**src/rtl/ctrl3w_pkg.sv**
```systemverilog
package ctrl3w_pkg;
  localparam int unsigned WORD_BITS = 8;
  localparam int unsigned ATT_BITS  = WORD_BITS - 1;
  localparam logic [1:0]  RATE_44K1 = 2'b11;

  typedef enum logic [1:0] {WK_ATT, WK_MODE1, WK_MODE2, WK_BAD} word_kind_e;

  typedef struct packed {
    logic [ATT_BITS-1:0] att;
    logic                de_en;
    logic [1:0]          de_rate;
    logic                mute;
    logic                dbl;
    logic                i2s;
    logic                lr_pol;
  } ctrl_set_t;

  localparam ctrl_set_t CTRL_DEFAULT = '{att: '0, de_en: 1'b0, de_rate: RATE_44K1,
                                         mute: 1'b0, dbl: 1'b0, i2s: 1'b0, lr_pol: 1'b0};

  // word[i] holds bit Bi; B0 was shifted first
  function automatic word_kind_e classify(input logic [WORD_BITS-1:0] w);
    if (!w[0])     return WK_ATT;
    else if (w[1]) return WK_BAD;
    else if (w[2]) return WK_MODE2;
    else           return WK_MODE1;
  endfunction
endpackage

```
**src/rtl/ctrl3w_sync.sv**
```systemverilog
module ctrl3w_sync #(
  parameter int unsigned      WIDTH   = 1,
  parameter int unsigned      STAGES  = 2,
  parameter logic [WIDTH-1:0] RST_VAL = '0
) (
  input  logic             clk,
  input  logic             rst_n,
  input  logic [WIDTH-1:0] d,
  output logic [WIDTH-1:0] q
);
  logic [STAGES-1:0][WIDTH-1:0] stg;

  for (genvar s = 0; s < STAGES; s++) begin : g_stage
    if (s == 0) begin : g_first
      always_ff @(posedge clk or negedge rst_n) begin
        if (!rst_n) stg[0] <= RST_VAL;
        else        stg[0] <= d;
      end
    end else begin : g_next
      always_ff @(posedge clk or negedge rst_n) begin
        if (!rst_n) stg[s] <= RST_VAL;
        else        stg[s] <= stg[s-1];
      end
    end
  end

  assign q = stg[STAGES-1];
endmodule

```
**src/rtl/ctrl3w_shifter.sv**
```systemverilog
module ctrl3w_shifter #(
  parameter int unsigned WORD_BITS = 8
) (
  input  logic                 clk,
  input  logic                 rst_n,
  input  logic                 sclk_s,
  input  logic                 lat_s,
  input  logic                 dat_s,
  output logic [WORD_BITS-1:0] word,
  output logic                 word_valid
);
  localparam int unsigned CNT_W   = $clog2(WORD_BITS + 2);
  localparam logic [CNT_W-1:0] CNT_FULL = CNT_W'(WORD_BITS);
  localparam logic [CNT_W-1:0] CNT_OVER = CNT_W'(WORD_BITS + 1);

  logic                 sclk_q, lat_q;
  logic                 sclk_rise, lat_rise;
  logic [WORD_BITS-1:0] sr, sr_d;
  logic [CNT_W-1:0]     cnt, cnt_d;

  assign sclk_rise = sclk_s & ~sclk_q;
  assign lat_rise  = lat_s & ~lat_q;

  always_comb begin
    sr_d  = sr;
    cnt_d = cnt;
    if (lat_rise) begin
      cnt_d = '0;
    end else if (sclk_rise) begin
      sr_d = {dat_s, sr[WORD_BITS-1:1]};
      if (cnt != CNT_OVER) cnt_d = cnt + CNT_W'(1);
    end
  end

  always_ff @(posedge clk or negedge rst_n) begin
    if (!rst_n) begin
      sclk_q <= 1'b0;
      lat_q  <= 1'b0;
      sr     <= '0;
      cnt    <= '0;
    end else begin
      sclk_q <= sclk_s;
      lat_q  <= lat_s;
      if (sclk_rise) sr <= sr_d;
      if (sclk_rise || lat_rise) cnt <= cnt_d;
    end
  end

  assign word       = sr;
  assign word_valid = lat_rise && (cnt == CNT_FULL);

  // the bit count only moves on a shift edge or a latch edge
  p_cnt_hold_r6: assert property (@(posedge clk) disable iff (!rst_n)
    (!sclk_rise && !lat_rise) |=> $stable(cnt));
  // a latch edge starts a fresh word
  p_cnt_clear_r6: assert property (@(posedge clk) disable iff (!rst_n)
    lat_rise |=> (cnt == '0));
  // the count saturates past a full word
  p_cnt_range_r6: assert property (@(posedge clk) disable iff (!rst_n)
    cnt <= CNT_OVER);
endmodule

```
**src/rtl/ctrl3w_regs_bank.sv**
```systemverilog
module ctrl3w_regs_bank
  import ctrl3w_pkg::*;
(
  input  logic                 clk,
  input  logic                 rst_n,
  input  logic [WORD_BITS-1:0] word,
  input  logic                 word_valid,
  output ctrl_set_t            cur
);
  ctrl_set_t nxt;

  always_comb begin
    nxt = cur;
    if (word_valid) begin
      unique case (classify(word))
        WK_ATT: begin
          for (int k = 0; k < ATT_BITS; k++) nxt.att[ATT_BITS-1-k] = word[k+1];
        end
        WK_MODE1: begin
          nxt.de_rate = {word[3], word[4]};
          nxt.de_en   = word[5];
          nxt.mute    = word[6];
          nxt.dbl     = word[7];
        end
        WK_MODE2: begin
          nxt.lr_pol = word[6];
          nxt.i2s    = word[7];
        end
        default: ;
      endcase
    end
  end

  always_ff @(posedge clk or negedge rst_n) begin
    if (!rst_n)          cur <= CTRL_DEFAULT;
    else if (word_valid) cur <= nxt;
  end

  // nothing changes without a committed word
  p_idle_hold_r7: assert property (@(posedge clk) disable iff (!rst_n)
    !word_valid |=> $stable(cur));
  // undefined prefix is ignored
  p_bad_ignored_r5: assert property (@(posedge clk) disable iff (!rst_n)
    (word_valid && word[1:0] == 2'b11) |=> $stable(cur));
  // attenuation word touches only the attenuation code
  p_att_only_r2: assert property (@(posedge clk) disable iff (!rst_n)
    (word_valid && !word[0]) |=> ($stable(cur.de_en) && $stable(cur.de_rate) &&
      $stable(cur.mute) && $stable(cur.dbl) && $stable(cur.i2s) && $stable(cur.lr_pol)));
  // playback word leaves attenuation and format alone
  p_mode1_only_r3: assert property (@(posedge clk) disable iff (!rst_n)
    (word_valid && word[2:0] == 3'b001) |=> ($stable(cur.att) && $stable(cur.i2s) &&
      $stable(cur.lr_pol)));
  // format word leaves attenuation and playback alone
  p_mode2_only_r4: assert property (@(posedge clk) disable iff (!rst_n)
    (word_valid && word[2:0] == 3'b101) |=> ($stable(cur.att) && $stable(cur.de_en) &&
      $stable(cur.de_rate) && $stable(cur.mute) && $stable(cur.dbl)));
endmodule

```
**src/rtl/ctrl3w_regs.sv**
```systemverilog
module ctrl3w_regs
  import ctrl3w_pkg::*;
#(
  parameter int unsigned SYNC_STAGES = 2
) (
  input  logic                clk,
  input  logic                rst_n,
  input  logic                ctl_data,
  input  logic                ctl_shift,
  input  logic                ctl_latch,
  input  logic                pin_serial,
  input  logic                pin_dm1,
  input  logic                pin_dm2,
  input  logic                pin_dbl_n,
  output logic [ATT_BITS-1:0] att_code,
  output logic                deemph_en,
  output logic [1:0]          deemph_rate,
  output logic                soft_mute,
  output logic                dbl_speed,
  output logic                fmt_i2s,
  output logic                lr_swap
);
  logic                 sclk_s, lat_s, dat_s;
  logic                 serial_s, dm1_s, dm2_s, dbl_n_s;
  logic [WORD_BITS-1:0] word;
  logic                 word_valid;
  ctrl_set_t            cur, shown;

  ctrl3w_sync #(.WIDTH(3), .STAGES(SYNC_STAGES), .RST_VAL(3'b000)) i_sync_ser (
    .clk(clk), .rst_n(rst_n),
    .d({ctl_shift, ctl_latch, ctl_data}),
    .q({sclk_s, lat_s, dat_s})
  );

  ctrl3w_sync #(.WIDTH(4), .STAGES(SYNC_STAGES), .RST_VAL(4'b1001)) i_sync_pin (
    .clk(clk), .rst_n(rst_n),
    .d({pin_serial, pin_dm1, pin_dm2, pin_dbl_n}),
    .q({serial_s, dm1_s, dm2_s, dbl_n_s})
  );

  ctrl3w_shifter #(.WORD_BITS(WORD_BITS)) i_shifter (
    .clk(clk), .rst_n(rst_n),
    .sclk_s(sclk_s), .lat_s(lat_s), .dat_s(dat_s),
    .word(word), .word_valid(word_valid)
  );

  ctrl3w_regs_bank i_bank (
    .clk(clk), .rst_n(rst_n),
    .word(word), .word_valid(word_valid),
    .cur(cur)
  );

  always_comb begin
    if (serial_s) begin
      shown = cur;
    end else begin
      shown         = CTRL_DEFAULT;
      shown.de_rate = {dm1_s, dm2_s};
      shown.de_en   = dm1_s | dm2_s;
      shown.dbl     = ~dbl_n_s;
    end
  end

  assign att_code    = shown.att;
  assign deemph_en   = shown.de_en;
  assign deemph_rate = shown.de_rate;
  assign soft_mute   = shown.mute;
  assign dbl_speed   = shown.dbl;
  assign fmt_i2s     = shown.i2s;
  assign lr_swap     = shown.lr_pol;
endmodule

```
**config.mk**
```make
export PLATFORM = sky130hd
export DESIGN_NAME = ctrl3w_regs
export DESIGN_NICKNAME = d
export VERILOG_FILES = /design/src/rtl/ctrl3w_pkg.sv /design/src/rtl/ctrl3w_sync.sv /design/src/rtl/ctrl3w_shifter.sv /design/src/rtl/ctrl3w_regs_bank.sv /design/src/rtl/ctrl3w_regs.sv
export SDC_FILE = /design/constraint.sdc
export NUM_CORES = 1
export LEC_CHECK = 0
export CORE_MARGIN = 2
export CORE_UTILIZATION = 30
export DETAILED_ROUTE_END_ITERATION = 10
export SLEW_MARGIN = 40
export SYNTH_ARGS = -nofsm -noshare
export SYNTH_HDL_FRONTEND = slang
export SYNTH_SLANG_ARGS = --single-unit
```
**constraint.sdc**
```tcl
create_clock -name clk -period 1.7 [get_ports clk]
set_clock_uncertainty 0.05 [all_clocks]
set_input_delay 0.17 -clock clk [delete_from_list [all_inputs] [get_ports clk]]
set_output_delay 0.17 -clock clk [all_outputs]
set_load 0.02 [all_outputs]
```
==> results.py, run 1 <==
metrics = {
    "run_status": {
        "status": "finished with violations",
        "violations": "negative setup slack",
    },
    "yosys": {
        "synth.avg_cell_area_sq_um": 14.5,
        "ys_seq_elements": 42,
        "yosys.cell_types.count": 26,
        "synth_fp_nets": 127,
        "syn_inst": 115,
        "synth_warnings": 0,
        "yosysSeqAreaShare_pct": 63.4,
        "netlist_area_sq_um": 1670,
    },
    "floorplanning": {
        "start_util_pct": 30.7,
        "die_h_um": 78.6,
        "core_area_sq_um": 5440,
        "row_count": 27,
        "ioPinCount": 23,
        "dieArea_sq_um": 6180,
        "die_w_um": 78.6,
    },
    "setup_path": {
        "crit_buf_inv": 1,
        "cp_data_arrival_time_ns": 1.84,
        "r2r_slack_ns": -0.02,
        "crit_path_end": "i_bank.cur[6]",
        "critPathTopFamily": "simple AND/OR/NAND/NOR gates",
        "end_kind": "flip-flop",
        "startpoint": "i_shifter.cnt[1]",
        "cp-start-kind": "flip-flop",
        "r2r-end": "i_bank.cur[6]",
        "worstPathRequired_ns": 1.82,
        "timing.rr.start": "i_shifter.cnt[1]",
        "criticalPathCategory": "flip-flop to flip-flop",
        "max_stage_delay_ns": 0.51,
        "crit_cells": 5,
        "r2r_cells": 5,
        "crit_fanout": 5,
        "cp_cell_sequence": "inv_2 > ha_4 > nand3b_1 > or4_4 > mux2_4",
        "slowest_stage": "or4_4",
    },
    "layout": {
        "final_common_cell": "dfrtp_1",
        "nets": 167,
        "drive_above_1_share_pct": 43.6,
        "n_antenna_cell": 0,
        "fin_util_pct": 39.0,
        "area_delta_synth_final_pct": 27.1,
        "final_cell_mix": "36 x dfrtp_1, 17 x mux2_2, 14 x buf_4",
    },
    "clock_tree": {
        "numCtsBuffers": 5,
        "cts_buffer_depth": 2,
        "cts_tree": "yes",
        "cts_sinks": 42,
        "clk_pin_slew_ns": 0.08,
        "root_buffer": "clkbuf_8",
        "insertion_delay_ns": 0.28,
        "cts_max_level": 2,
    },
    "place": {
        "io_buffers": 22,
        "post-place-ws_ns": -0.0392,
        "globalplace.congestion": 0.750,
        "dp_hpwl_um": 2130,
    },
    "global_routing": {
        "gr-usage-met1_pct": 13.2,
        "met3_usage_pct": 2.87,
        "grt_pass1_wl_um": 5160,
        "grt_overflow": 0,
        "grt_usage_pct": 10.8,
        "busiest_layer": "met2",
        "antenna_found_initial": 0,
        "grt_pass1_vias": 1094,
        "met2_usage_pct": 18.3,
        "grt_max_degree": 28,
    },
    "drt": {
        "vias": 987,
        "dr.pass1.iters": 4,
        "drcViolationCount": 0,
        "drt_iter0_markers": 35,
        "ant_nets": 0,
        "routed_wirelength_um": 2960,
        "wire_per_inst_um": 13.0,
        "via_per_inst": 4.33,
    },
    "timing": {
        "fmax_mhz": 583,
        "drv_slew": 0,
        "setup_viol": 3,
        "tightestPinTransition_ns": 0.585,
        "worst_slack_ns": -0.0154,
        "rsz0062_at_grt": "true",
        "setup-tns-final_ns": -0.0413,
        "hold_violations": 0,
        "hold_slack_ns": 0.241,
        "fin_crit_ns": 1.72,
        "maxSlewHeadroom_pct": 61.0,
        "period_share_pct": 101,
    },
    "power": {
        "power_density_nw_per_um2": 994,
        "ir_drop_v": 0.000733,
        "p_total_w": 0.00211,
        "leakagePower_nw": 1.01,
    },
    "hold_path": {
        "hold_path_class": "primary input to flip-flop",
    },
    "job": {
        "maxCapViolations": 0,
    },
}
==> how the worst min path moves through the flow <==
stage,startpoint,end,slack [ns],cells past startpoint
2_1_floorplan,rst_n,i_bank.cur[0],-0.18,0
3_3_place_gp,rst_n,i_sync_ser.stg[1],0.15,1
3_5_place_dp,rst_n,i_sync_ser.stg[2],0.16,1
4_1_cts,pin_serial,i_sync_pin.stg[3],0.23,1
5_1_grt,pin_serial,i_sync_pin.stg[3],0.23,1
6_report,pin_serial,i_sync_pin.stg[3],0.24,1
==> through the flow <==
step	instances	instance area [sq um]
global placement	217	2040
finish	228	2120
CTS	228	2150
detailed placement	217	2040
floorplan	115	1680
global route	228	2120
==> power breakdown <==
| group | switching [W] | total, W | leakage [nW] | internal (W) |
|---|---|---|---|---|
| logic | 0.000105 | 0.000257 | 0.442 | 0.000152 |
| registers | 0.000103 | 0.00121 | 0.521 | 0.00111 |
| clock network | 0.000311 | 0.000638 | 0.0482 | 0.000327 |
==> cell type report <==
cell class | instances | area, sq um
Fill cell | 514 | 3320
Sequential cell | 42 | 1060
Multi-Input combinational cell | 67 | 603
Timing Repair Buffer | 36 | 267
Tap cell | 72 | 90.1
Clock buffer | 7 | 86.3
Inverter | 3 | 11.3
Clock inverter | 1 | 5.00
==> worst register-to-register path, delay by kind of cell, from the launching register on <==
family	cells	cell delay, ns
and+or+nand+nor	2	0.62
buffers and inverters	1	0.08
muxes	1	0.32
DFF	1	0.40
adders and majority gates	1	0.13
==> Yosys cell counts <==
| library cell | n | area [sq um] |
|---|---|---|
| mux2_4 | 5 | 75.1 |
| nor2b_1 | 1 | 6.26 |
| nor4_1 | 1 | 6.26 |
| nand3_1 | 1 | 5.00 |
| dfrtp_1 | 36 | 901 |
| a21oi_1 | 3 | 15.0 |
| nand4b_1 | 1 | 8.76 |
| and3b_2 | 1 | 10.0 |
| clkbuf_1 | 1 | 3.75 |
| or3_2 | 1 | 7.51 |
| ha_1 | 3 | 37.5 |
| or3_1 | 2 | 12.5 |
| nor2_1 | 3 | 11.3 |
| nand3b_1 | 2 | 15.0 |
| inv_1 | 3 | 11.3 |
| or4_4 | 1 | 11.3 |
| mux2i_1 | 1 | 10.0 |
| and2_1 | 10 | 62.6 |
| buf_6 | 2 | 22.5 |
| mux2_2 | 19 | 214 |
| o31ai_1 | 1 | 7.51 |
| o211ai_1 | 1 | 7.51 |
| nand2b_1 | 3 | 18.8 |
| dfstp_2 | 6 | 158 |
| nand2_1 | 3 | 11.3 |
| o21ai_0 | 4 | 20.0 |
==> state kept, by name (all words and copies together), names as in the netlist <==
signal            cells
i_sync_ser.stg        3
i_shifter.sclk_q      1
i_shifter.cnt         4
i_bank.cur           14
i_sync_pin.stg        4
i_sync_ser.q          3
i_sync_pin.q          4
i_shifter.lat_q       1
i_shifter.word        8
==> metal layers <==
metal	part of all wire, %	wire length, um	vias to the layer above
met1	46	1350	480
li1	-	-	480
met2	49	1460	21
met5	0	0	-
met3	3.6	105	6
met4	1.5	45	0
==> timing repair <==
item,in CTS,in global routing
hold buffers,1,0
gates resized for setup,44,11
buffers inserted,2,0
hold endpoints to repair,19,0
endpoints found under the setup margin,19,15
==> cells by family after synthesis <==
| logic type | after synthesis | share of synthesized area, % |
|---|---|---|
| buffers and inverters | 6 | 2.25 |
| AO/OA/AOI/OAI | 9 | 3.00 |
| flip-flops | 42 | 63.4 |
| AND/OR/NAND/NOR | 30 | 11.2 |
| multiplexers | 25 | 17.9 |
| adder cells (fa/ha/maj) | 3 | 2.25 |
No activity file was read; power rests on OpenSTA's default activity.
==> run 2: changes to the inputs <==
--- a/config.mk
+++ b/config.mk
@@ -12,3 +12,4 @@
 export SYNTH_ARGS = -nofsm -noshare
 export SYNTH_HDL_FRONTEND = slang
 export SYNTH_SLANG_ARGS = --single-unit
+export TNS_END_PERCENT = 20
==> run 2 against run 1 <==
Effect of this change:
- critical path depth is the same
- setup slack gained 0.011 ns
- the run still ends with negative setup slack left
- fmax grew 0.65%
- final area shrank 1.4%
- non-clock buffer count shrank 2
- flip-flop and latch count is the same
- register-to-register slack is essentially flat
- critical path type unchanged
- highest routed layer unchanged
- core utilization shrank 0.53 points
==> results.py, run 2 (same netlist as run 1, synthesis figures left out) <==
metrics = {
    "setup_path": {
        "max_stage_delay_ns": 0.51,
        "slowest_stage": "or4_4",
        "crit_buf_inv": 1,
        "end_kind": "flip-flop",
        "cp_cell_sequence": "inv_2 > ha_4 > nand3b_1 > or4_4 > mux2_4",
        "crit_fanout": 5,
        "worstPathRequired_ns": 1.82,
        "criticalPathCategory": "flip-flop to flip-flop",
        "critPathTopFamily": "simple AND/OR/NAND/NOR gates",
        "cp_data_arrival_time_ns": 1.83,
        "cp-start-kind": "flip-flop",
    },
    "power": {
        "p_total_w": 0.00210,
        "ir_drop_v": 0.000715,
        "power_frac_comb_pct": 11.5,
        "leakagePower_nw": 0.985,
        "clockPowerShare_pct": 30.4,
        "seq_power_share_pct": 58.1,
        "power.switching_w": 0.000514,
        "sw_frac_of_total_pct": 24.5,
        "power_density_nw_per_um2": 1000,
        "p_int_w": 0.00158,
    },
    "timing": {
        "drv_slew": 0,
        "period_share_pct": 100,
        "maxSlewHeadroom_pct": 62.0,
        "fmax_mhz": 587,
        "setup_viol": 3,
        "rsz0062_at_grt": "true",
        "worst_slack_ns": -0.00437,
        "hold_violations": 0,
        "tightestPinTransition_ns": 0.570,
        "fin_crit_ns": 1.70,
    },
    "drt": {
        "ant_nets": 0,
        "routed_wirelength_um": 2910,
        "dr.pass1.iters": 4,
        "drt_iter0_markers": 35,
        "vias": 982,
        "wire_per_inst_um": 12.9,
        "drcViolationCount": 0,
        "via_per_inst": 4.35,
    },
    "floorplanning": {
        "die_w_um": 78.6,
        "start_util_pct": 30.7,
        "row_count": 27,
        "die_h_um": 78.6,
        "dieArea_sq_um": 6180,
        "core_area_sq_um": 5440,
        "ioPinCount": 23,
    },
    "global_routing": {
        "antenna_found_initial": 0,
        "grt_max_degree": 28,
        "grt_pass1_wl_um": 5140,
        "grt_pass1_vias": 1077,
        "grt_overflow": 0,
        "grt_usage_pct": 10.8,
    },
    "place": {
        "dp_hpwl_um": 2130,
        "globalplace.congestion": 0.750,
        "io_buffers": 22,
    },
    "clock_tree": {
        "numCtsBuffers": 5,
        "cts_max_level": 2,
        "insertion_delay_ns": 0.28,
        "cts_tree": "yes",
        "cts_sinks": 42,
        "postCtsSetupBuffers": 0,
        "root_buffer": "clkbuf_8",
        "cts_buffer_depth": 2,
        "clk_pin_slew_ns": 0.08,
    },
    "layout": {
        "drive_above_1_share_pct": 42.9,
        "final_common_cell": "dfrtp_1",
        "n_antenna_cell": 0,
        "final_cell_mix": "36 x dfrtp_1, 19 x mux2_2, 11 x buf_4",
        "fin_util_pct": 38.5,
        "nets": 165,
        "largest_reg_flops": 14,
        "regMostFlops": "i_bank.cur",
        "area_delta_synth_final_pct": 25.3,
    },
    "run_status": {
        "violations": "negative setup slack",
        "status": "finished with violations",
    },
    "hold_path": {
        "hold_path_class": "primary input to flip-flop",
    },
    "job": {
        "maxCapViolations": 0,
    },
}
## run 2: area by class of cell
| cell class | instances | area [sq um] |
|---|---|---|
| fillers | 513 | 3350 |
| flip-flops and latches | 42 | 1060 |
| multi-input cells | 67 | 589 |
| repair buffers | 34 | 251 |
| well taps | 72 | 90.1 |
| clock buffers | 7 | 86.3 |
| inverters | 3 | 11.3 |
| clock inverters | 1 | 5.00 |
## run 2: power groups by stage
stage | logic, W | registers (W) | clock network, W
3_5_place_dp | 0.000243 | 0.00123 | 0
3_3_place_gp | 0.000231 | 0.00123 | 0
2_1_floorplan | 0.000140 | 0.00120 | 0
5_1_grt | 0.000273 | 0.00124 | 0.000713
4_1_cts | 0.000251 | 0.00121 | 0.000658
6_report | 0.000242 | 0.00122 | 0.000637
## run 2: worst paths after layout
kind	start	end	slack [ns]	cells past startpoint
hold / removal	pin_serial	i_sync_pin.stg[3]	0.24	1
hold reg to reg	i_sync_ser.stg[1]	i_sync_ser.q[1]	0.30	0
setup / recovery	i_shifter.cnt[1]	i_bank.cur[6]	-0.004	5
setup reg to reg	i_shifter.cnt[1]	i_bank.cur[6]	-0.004	5
max in group asynchronous	rst_n	i_bank.cur[0]	0.69	3
min in group asynchronous	rst_n	i_sync_ser.stg[2]	0.36	2
## run 2: worst reg2reg max path, stage by stage (launching register included)
cell	delay (ns)
dfrtp_1	0.40
inv_2	0.08
ha_4	0.12
nand3b_1	0.11
or4_4	0.51
mux2_4	0.32
## run 2: repair_timing
item	CTS	global route
setup endpoints to repair	19	18
endpoints found under the hold margin	19	0
hold buffers	1	0
pin swaps	1	0
gates resized for setup	33	14
## run 2: per-layer routing
layer | part of all wire [%] | global-route usage, % | wire [um]
met2 | 50 | 18.2 | 1450
met1 | 45 | 13.2 | 1310
met5 | 0 | 0 | 0
met4 | 1.5 | 4.21 | 45
met3 | 3.5 | 2.87 | 102
## run 2: metrics by stage
step | TNS, ns | instances | instance area (sq um) | worst slack (ns) | hold WS (ns)
finish | -0.00817 | 226 | 2090 | -0.00437 | 0.240
floorplan | -0.0811 | 115 | 1680 | -0.0270 | -0.176
global placement | 0 | 217 | 2040 | 0.0121 | 0.149
global route | -0.186 | 226 | 2090 | -0.0567 | 0.232
detailed placement | -0.142 | 217 | 2040 | -0.0392 | 0.155
CTS | -0.0103 | 226 | 2150 | -0.00532 | 0.232
==> run 3: changes to the inputs <==
--- a/config.mk
+++ b/config.mk
@@ -5,6 +5,7 @@
 export SDC_FILE = /design/constraint.sdc
 export NUM_CORES = 1
 export LEC_CHECK = 0
+export CAP_MARGIN = 20
 export CORE_MARGIN = 2
 export CORE_UTILIZATION = 30
 export DETAILED_ROUTE_END_ITERATION = 10
==> results of run 3 <==
The final DEF is identical to that of run 2; final timing and power are the same.
